File: src/rtl/dbgw_pkg.sv
`timescale 1ns/1ps
package dbgw_pkg;

    typedef enum logic [1:0] {
        OP_SEND   = 2'b00,
        OP_RECV   = 2'b01,
        OP_ATTACH = 2'b10,
        OP_RSVD   = 2'b11
    } dbgw_op_e;

    typedef enum logic [3:0] {
        S_IDLE,
        S_ATT_LOW,
        S_ATT_HOLD,
        S_ATT_PULSE,
        S_TX_FRAME,
        S_RX_HUNT,
        S_RX_BITS,
        S_RX_CHECK,
        S_DONE
    } dbgw_state_e;

    localparam int FRAME_SLOTS = 12;   // start + 8 data + parity + 2 stop
    localparam int RX_TAIL     = 11;   // slots clocked after the start bit
    localparam logic [7:0] WAKE_BYTE0 = 8'hC2;
    localparam logic [7:0] WAKE_BYTE1 = 8'h02;

    function automatic logic even_par(input logic [7:0] b);
        return ^b;
    endfunction

endpackage

File: src/rtl/dbgw_slot_timer.sv
`timescale 1ns/1ps
module dbgw_slot_timer #(
    parameter int CLK_DIV = 4
) (
    input  logic clk,
    input  logic rst_n,
    input  logic run,
    output logic clk_low,
    output logic slot_end
);
    localparam int SLOT = 2 * CLK_DIV;
    localparam int CW   = $clog2(SLOT);

    logic [CW-1:0] cnt_q;

    always_ff @(posedge clk or negedge rst_n) begin
        if (!rst_n) begin
            cnt_q <= '0;
        end else if (!run || cnt_q == CW'(SLOT - 1)) begin
            cnt_q <= '0;
        end else begin
            cnt_q <= cnt_q + 1'b1;
        end
    end

    // clock low during cycles 1..CLK_DIV of a slot, high elsewhere
    assign clk_low  = run && (cnt_q >= CW'(1)) && (cnt_q <= CW'(CLK_DIV));
    assign slot_end = run && (cnt_q == CW'(SLOT - 1));

endmodule

File: src/rtl/dbgw_tx_framer.sv
`timescale 1ns/1ps
module dbgw_tx_framer
    import dbgw_pkg::*;
(
    input  logic       clk,
    input  logic       rst_n,
    input  logic       load,
    input  logic [7:0] byte_in,
    input  logic [3:0] slot_idx,
    output logic       bit_out
);
    logic [7:0]             byte_q;
    logic [FRAME_SLOTS-1:0] frame;

    always_ff @(posedge clk or negedge rst_n) begin
        if (!rst_n) begin
            byte_q <= 8'h00;
        end else if (load) begin
            byte_q <= byte_in;
        end
    end

    assign frame   = {2'b11, even_par(byte_q), byte_q, 1'b0};
    assign bit_out = (slot_idx < 4'(FRAME_SLOTS)) ? frame[slot_idx] : 1'b1;

endmodule

File: src/rtl/dbgw_rx_collector.sv
`timescale 1ns/1ps
module dbgw_rx_collector
    import dbgw_pkg::*;
(
    input  logic       clk,
    input  logic       rst_n,
    input  logic       clear,
    input  logic       shift,
    input  logic       din,
    output logic [7:0] data,
    output logic       good
);
    logic [RX_TAIL-1:0] sr_q;

    always_ff @(posedge clk or negedge rst_n) begin
        if (!rst_n) begin
            sr_q <= '0;
        end else if (clear) begin
            sr_q <= '0;
        end else if (shift) begin
            sr_q <= {din, sr_q[RX_TAIL-1:1]};
        end
    end

    // after 11 shifts: [7:0] data, [8] parity, [9] first stop, [10] second stop
    assign data = sr_q[7:0];
    assign good = (even_par(sr_q[7:0]) == sr_q[8]) && sr_q[9] && sr_q[10];

endmodule

File: src/rtl/dbgw_transceiver.sv
`timescale 1ns/1ps
module dbgw_transceiver
    import dbgw_pkg::*;
#(
    parameter int CLK_DIV     = 4,
    parameter int HUNT_LIMIT  = 256,
    parameter int IDLE_PULSES = 16,
    parameter int HOLD_SLOTS  = 2
) (
    input  logic       clk,
    input  logic       rst_n,
    input  logic       req_valid,
    input  logic [1:0] req_op,
    input  logic [7:0] req_data,
    output logic       req_ready,
    output logic       busy,
    output logic       done,
    output logic [7:0] rsp_data,
    output logic       rsp_err,
    output logic       rsp_timeout,
    output logic       line_clk,
    output logic       line_dout,
    output logic       line_oe,
    input  logic       line_din
);
    localparam int M1      = (HUNT_LIMIT > IDLE_PULSES) ? HUNT_LIMIT : IDLE_PULSES;
    localparam int M2      = (HOLD_SLOTS > FRAME_SLOTS) ? HOLD_SLOTS : FRAME_SLOTS;
    localparam int IDX_MAX = (M1 > M2) ? M1 : M2;
    localparam int IDX_W   = $clog2(IDX_MAX + 1);

    dbgw_state_e      st_q, st_d;
    logic [IDX_W-1:0] idx_q, idx_d;
    logic             chain_q, chain_d;
    logic             attached_q;
    logic [7:0]       data_q;
    logic             err_q, to_q;

    logic       accept;
    logic       run, pulsing, clk_low, slot_end;
    logic       tx_load, tx_bit;
    logic [7:0] tx_byte;
    logic       rx_clear, rx_shift, rx_good;
    logic [7:0] rx_data;
    logic       set_rx, set_to;

    assign accept = req_valid && (st_q == S_IDLE) && (dbgw_op_e'(req_op) != OP_RSVD);

    always_comb begin
        unique case (st_q)
            S_ATT_LOW, S_ATT_HOLD, S_ATT_PULSE,
            S_TX_FRAME, S_RX_HUNT, S_RX_BITS: run = 1'b1;
            default:                          run = 1'b0;
        endcase
        pulsing = (st_q == S_ATT_PULSE) || (st_q == S_TX_FRAME) ||
                  (st_q == S_RX_HUNT)   || (st_q == S_RX_BITS);
    end

    dbgw_slot_timer #(.CLK_DIV(CLK_DIV)) u_timer (
        .clk      (clk),
        .rst_n    (rst_n),
        .run      (run),
        .clk_low  (clk_low),
        .slot_end (slot_end)
    );

    dbgw_tx_framer u_framer (
        .clk      (clk),
        .rst_n    (rst_n),
        .load     (tx_load),
        .byte_in  (tx_byte),
        .slot_idx (idx_q[3:0]),
        .bit_out  (tx_bit)
    );

    dbgw_rx_collector u_collect (
        .clk   (clk),
        .rst_n (rst_n),
        .clear (rx_clear),
        .shift (rx_shift),
        .din   (line_din),
        .data  (rx_data),
        .good  (rx_good)
    );

    // next-state and sequencing decisions
    always_comb begin
        st_d     = st_q;
        idx_d    = idx_q;
        chain_d  = chain_q;
        tx_load  = 1'b0;
        tx_byte  = req_data;
        rx_clear = 1'b0;
        rx_shift = 1'b0;
        set_rx   = 1'b0;
        set_to   = 1'b0;
        unique case (st_q)
            S_IDLE: begin
                if (accept) begin
                    idx_d = '0;
                    unique case (dbgw_op_e'(req_op))
                        OP_SEND: begin
                            st_d    = S_TX_FRAME;
                            tx_load = 1'b1;
                            chain_d = 1'b0;
                        end
                        OP_RECV: begin
                            st_d     = S_RX_HUNT;
                            rx_clear = 1'b1;
                        end
                        OP_ATTACH: st_d = S_ATT_LOW;
                        default:   st_d = S_IDLE;
                    endcase
                end
            end
            S_ATT_LOW: begin
                if (slot_end) begin
                    st_d  = S_ATT_HOLD;
                    idx_d = '0;
                end
            end
            S_ATT_HOLD: begin
                if (slot_end) begin
                    if (idx_q == IDX_W'(HOLD_SLOTS - 1)) begin
                        st_d  = S_ATT_PULSE;
                        idx_d = '0;
                    end else begin
                        idx_d = idx_q + 1'b1;
                    end
                end
            end
            S_ATT_PULSE: begin
                if (slot_end) begin
                    if (idx_q == IDX_W'(IDLE_PULSES - 1)) begin
                        st_d    = S_TX_FRAME;
                        idx_d   = '0;
                        tx_load = 1'b1;
                        tx_byte = WAKE_BYTE0;
                        chain_d = 1'b1;
                    end else begin
                        idx_d = idx_q + 1'b1;
                    end
                end
            end
            S_TX_FRAME: begin
                if (slot_end) begin
                    if (idx_q == IDX_W'(FRAME_SLOTS - 1)) begin
                        idx_d = '0;
                        if (chain_q) begin
                            tx_load = 1'b1;
                            tx_byte = WAKE_BYTE1;
                            chain_d = 1'b0;
                        end else begin
                            st_d = S_DONE;
                        end
                    end else begin
                        idx_d = idx_q + 1'b1;
                    end
                end
            end
            S_RX_HUNT: begin
                if (slot_end) begin
                    if (!line_din) begin
                        st_d  = S_RX_BITS;
                        idx_d = '0;
                    end else if (idx_q == IDX_W'(HUNT_LIMIT - 1)) begin
                        st_d   = S_DONE;
                        idx_d  = '0;
                        set_to = 1'b1;
                    end else begin
                        idx_d = idx_q + 1'b1;
                    end
                end
            end
            S_RX_BITS: begin
                if (slot_end) begin
                    rx_shift = 1'b1;
                    if (idx_q == IDX_W'(RX_TAIL - 1)) begin
                        st_d  = S_RX_CHECK;
                        idx_d = '0;
                    end else begin
                        idx_d = idx_q + 1'b1;
                    end
                end
            end
            S_RX_CHECK: begin
                st_d   = S_DONE;
                set_rx = 1'b1;
            end
            S_DONE:  st_d = S_IDLE;
            default: st_d = S_IDLE;
        endcase
    end

    // state register
    always_ff @(posedge clk or negedge rst_n) begin
        if (!rst_n) begin
            st_q    <= S_IDLE;
            idx_q   <= '0;
            chain_q <= 1'b0;
        end else begin
            st_q    <= st_d;
            idx_q   <= idx_d;
            chain_q <= chain_d;
        end
    end

    // response and line-attach registers
    always_ff @(posedge clk or negedge rst_n) begin
        if (!rst_n) begin
            data_q     <= 8'h00;
            err_q      <= 1'b0;
            to_q       <= 1'b0;
            attached_q <= 1'b0;
        end else begin
            if (accept) begin
                data_q <= 8'h00;
                err_q  <= 1'b0;
                to_q   <= 1'b0;
                if (dbgw_op_e'(req_op) == OP_ATTACH) attached_q <= 1'b1;
            end
            if (set_to) begin
                to_q   <= 1'b1;
                data_q <= 8'h00;
            end
            if (set_rx) begin
                err_q  <= !rx_good;
                data_q <= rx_good ? rx_data : 8'h00;
            end
        end
    end

    // outputs
    always_comb begin
        line_clk  = !(pulsing && clk_low);
        line_dout = 1'b1;
        line_oe   = attached_q;
        unique case (st_q)
            S_ATT_LOW: begin
                line_dout = 1'b0;
                line_oe   = 1'b1;
            end
            S_ATT_HOLD, S_ATT_PULSE: line_oe = 1'b1;
            S_TX_FRAME: begin
                line_dout = tx_bit;
                line_oe   = 1'b1;
            end
            S_RX_HUNT, S_RX_BITS, S_RX_CHECK: line_oe = 1'b0;
            default: ;
        endcase
        req_ready   = (st_q == S_IDLE);
        busy        = (st_q != S_IDLE);
        done        = (st_q == S_DONE);
        rsp_data    = data_q;
        rsp_err     = err_q;
        rsp_timeout = to_q;
    end

    // driven data moves only while the line clock has been high
    a_r2_data_moves_clock_high: assert property (@(posedge clk) disable iff (!rst_n)
        (line_oe && !$stable(line_dout)) |-> (line_clk && $past(line_clk)));

    // an errored frame never returns data
    a_r5_error_clears_data: assert property (@(posedge clk) disable iff (!rst_n)
        (done && rsp_err) |-> (rsp_data == 8'h00));

    // timeout is exclusive with error and returns zero
    a_r7_timeout_exclusive: assert property (@(posedge clk) disable iff (!rst_n)
        (done && rsp_timeout) |-> (!rsp_err && rsp_data == 8'h00));

    // completion pulse lasts one cycle
    a_r10_done_single: assert property (@(posedge clk) disable iff (!rst_n)
        done |=> !done);

    // busy holds until done, and only falls after done
    a_r12_busy_holds: assert property (@(posedge clk) disable iff (!rst_n)
        (busy && !done) |=> busy);
    a_r12_busy_ends_with_done: assert property (@(posedge clk) disable iff (!rst_n)
        $fell(busy) |-> $past(done));

endmodule

File: config.mk
export PLATFORM = sky130hd
export DESIGN_NAME = dbgw_transceiver
export DESIGN_NICKNAME = d
export VERILOG_FILES = /design/src/rtl/dbgw_pkg.sv /design/src/rtl/dbgw_slot_timer.sv /design/src/rtl/dbgw_tx_framer.sv /design/src/rtl/dbgw_rx_collector.sv /design/src/rtl/dbgw_transceiver.sv
export SDC_FILE = /design/constraint.sdc
export NUM_CORES = 1
export LEC_CHECK = 0
export ABC_AREA = 1
export CAP_MARGIN = 10
export CORE_AREA = 2 2 99 63
export CTS_BUF_LIST = sky130_fd_sc_hd__clkbuf_4 sky130_fd_sc_hd__clkbuf_8
export DETAILED_ROUTE_END_ITERATION = 6
export DIE_AREA = 0 0 101 65
export HOLD_SLACK_MARGIN = 0.06
export PLACE_DENSITY_LB_ADDON = 0.08
export SYNTH_ARGS = -nofsm -noshare
export SYNTH_HDL_FRONTEND = slang
export SYNTH_HIERARCHICAL = 1
export SYNTH_SLANG_ARGS = --single-unit
File: constraint.sdc
create_clock -name clk -period 3 [get_ports clk]
set_input_delay 0.6 -clock clk [delete_from_list [all_inputs] [get_ports clk]]
set_output_delay 0.6 -clock clk [all_outputs]
set_load 0.02 [all_outputs]
==> impl_metrics.toml <==
[timing]
timing.clock.skew_ns = 0.00931
max_clock_freq_mhz = 368
hold_viol_final = 0
timing_max_transition_violations_final = 0
finalSetupViolCount = 0
layout_min_cycle_time_ns = 2.72
timing.final.crit_share = 0.905
rsz0062_at_grt = "false"
fin_tns_setup_ns = 0
worst-slew-pin-transition_ns = 0.609
final.hold.worst_slack_ns = 0.214
maxSlewHeadroom = 0.593

[global_route]
grt_pass1_wl_um = 13400
globalRouteOverflowTotal = 0
globalRouteTotalUtil = 0.262
number_of_antenna_violations_at_the_first_check_in_global_routing = 0
grt_max_degree = 31
grt_pass1_vias = 2820

[worst_setup_path]
critical_path_buf_inv_count = 2
timing.critical_path.slowest_cell_delay_ns = 0.60
timing.critical_path.mode_cell = "nand2_1"
cp-end-kind = "primary output"
worstPathRequired_ns = 2.40
critical_path_class = "flop to primary output"
crit_chain = "nor2_1, nand2_1, nand2_1, inv_1, nand3_1, clkdlybuf4s50_1"
worstSetupStartpointType = "flop"
critPathMaxFanout = 8
timing.critical_path.slowest_stage_cell = "clkdlybuf4s50_1"
critical-path-top-delay-family = "buffers and inverters"
arrival_time_of_the_worst_setup_path_ns = 2.12

[place]
port-buffer-count = 29
placed_area_um2 = 3640
finalWeightedCongestion = 0.979
place_hpwl_um = 6140

[power]
p_leak_nw = 1.96
post-layout-total-power_mw = 3.20
vdd_ir_drop_max_v = 0.000429
cellPowerDensity_nw_per_um2 = 850

[yosys]
post_synth_and_or_nand_nor_area_fraction = 0.384
synth-seq-cells = 47
avgSynthCellArea_um2 = 6.70
synth_largest_type_area_fraction = 0.355
synthesis.instances = 494
synth-edff-count = 0
synth-async-reset-ratio = 1.00
post_synth_instance_area_um2 = 3310
yosys.cell_count.top_type = "nand2_1"
cell_accounting_for_the_most_synthesized_area = "dfrtp_1"
synth-xor-area-share = 0.00794
netlist_top_cells_count = "nand2_1 (145), inv_1 (81), nand3_1 (55)"
ys_types = 35
yosysSeqAreaShare = 0.355
synthMuxAreaShare = 0
yosysWarningCount = 6
post_synth_fa_ha_maj_area_fraction = 0.0491
dominantRegCellSynth = "dfrtp_1"
synth_top_family_by_area = "simple AND/OR/NAND/NOR gates"
synth_fp_nets = 521
compound_gate_portion_of_the_synthesized_area = 0.0741
synth_top_cells_by_area = "dfrtp_1 (36%), nand2_1 (16%), inv_1 (9.2%), nand3_1 (8.3%), nor2_1 (6.0%)"

[clock_tree]
clockBufferDepth = 2
cts_buffers = 5
post_cts_resize_count = 0
worst_setup_hold_path_clk_slew_ns = 0.09
clock_tree_from_tritoncts = "built"
post-cts-setup-buffers = 0
cts-root-buf = "clkbuf_8"
clock-sinks = 47
clock_insertion_delay_worst_skew_ns = 0.31
clock_tree.htree_level_count = 2
holdBufCountCts = 0

[floorplanning]
io-pin-count = 30
rows = 22
die_w_um = 101
floorplan.core_area_um2 = 5780
initial_core_util = 0.573
die_y_um = 65
design.die.area_um2 = 6570

[layout]
drive_gt1_frac = 0.0859
reg_area_um2 = 1180
combined_area_of_the_multi_input_logic_cells_um2 = 1710
area_growth_syn_to_layout_pct = 13.5
layout.nets = 550
finalInstanceArea_um2 = 3760
num-fill-cells = 535
postLayoutCoreUtil = 0.650
num_antenna_cells = 0

[route]
drt.antenna.violating_nets = 0
drt_first_iter_violations = 197
detail_route.first_pass.iterations = 5
aggregate_routed_wire_length_um = 7840
vias = 3122
detail_route.vias_per_cell = 5.24
avgRoutedWirePerCell_um = 13.2
post_route_drc_violation_count = 0

[job]
max_cap_viol_count = 0

[hold_path]
min_path_type = "primary input to asynchronous set/reset pin"

[status]
outcome = "finished, final reports clean"
-- sequential cells by signal, indices dropped and copies added (netlist names) --
register and flops:
rsp_data 8, chain_q 1, rsp_timeout 1, u_collect/sr_q 11
idx_q 9, attached_q 1, rsp_err 1, st_q 4
u_framer/byte_q 8, u_timer/cnt_q 3
-- path summary, 6_finish.rpt --
| check | startpoint | endpoint | slack [ns] | cells past startpoint |
|---|---|---|---|---|
| worst max-delay path | st_q[0] | line_oe | 0.28 | 6 |
| worst max register to register | st_q[0] | st_q[2] | 0.45 | 14 |
| worst min-delay path | rst_n | idx_q[8] | 0.21 | 1 |
| worst min register to register | attached_q | attached_q | 0.51 | 1 |
| min in group clk | attached_q | attached_q | 0.51 | 1 |
| max in group asynchronous | rst_n | idx_q[0] | 2.02 | 2 |
-- final cells by class --
cell class | instances | share of cell area
timing repair buffer | 35 | 0.0892
inverter | 89 | 0.0892
clock buffer | 5 | 0.0183
clock inverter | 3 | 0.0117
multi-input combinational | 345 | 0.454
sequential | 47 | 0.314
tap | 72 | 0.0240
-- logic make-up after synthesis --
kind of cell	count (synthesis)
flip-flops	47
buffers and inverters	102
AND/OR/NAND/NOR	284
AO/OA/AOI/OAI	45
XOR/XNOR	3
adder cells (fa/ha/maj)	13
-- routing by layer --
metal	part of all wire	GRT usage	vias up
met2	0.40	0.374	104
met5	0	0	-
met3	0.076	0.0485	6
met4	0.0061	0.0405	0
met1	0.52	0.416	1417
li1	-	-	1595
-- report_power, final --
part           leakage (nW)  switching, mW  internal (mW)
clock                0.0581          0.233          0.248
combinational          1.28           1.12          0.592
sequential            0.622          0.199          0.801
-- through the flow --
step	setup WS (ns)	cells
finish	0.284	596
global route	0.135	596
CTS	0.000185	596
detailed placement	0.371	588
global placement	0.461	588
floorplan	0.918	494
-- placed cells by master, fill, tap and decap left out, types with 2 or more instances in the layout --
| cell | instances |
|---|---|
| clkdlybuf4s50_1 | 26 |
| nand3_2 | 8 |
| o211ai_1 | 2 |
| xnor2_1 | 2 |
| a21oi_1 | 6 |
| nor3_1 | 4 |
| nor2_4 | 3 |
| nand2_2 | 2 |
| nand2_1 | 145 |
| nor3_2 | 3 |
| dfrtp_2 | 2 |
| nand3_1 | 55 |
| nor2_1 | 52 |
| clkbuf_8 | 5 |
| buf_4 | 6 |
| dfrtp_1 | 45 |
| nor4_1 | 2 |
| clkinv_2 | 2 |
| ha_1 | 13 |
| nand4_1 | 5 |
| nor2_2 | 3 |
| o21ai_0 | 31 |
| dlymetal6s2s_1 | 2 |
| inv_1 | 81 |
| inv_2 | 6 |
Power figures use the tool's default switching activity.
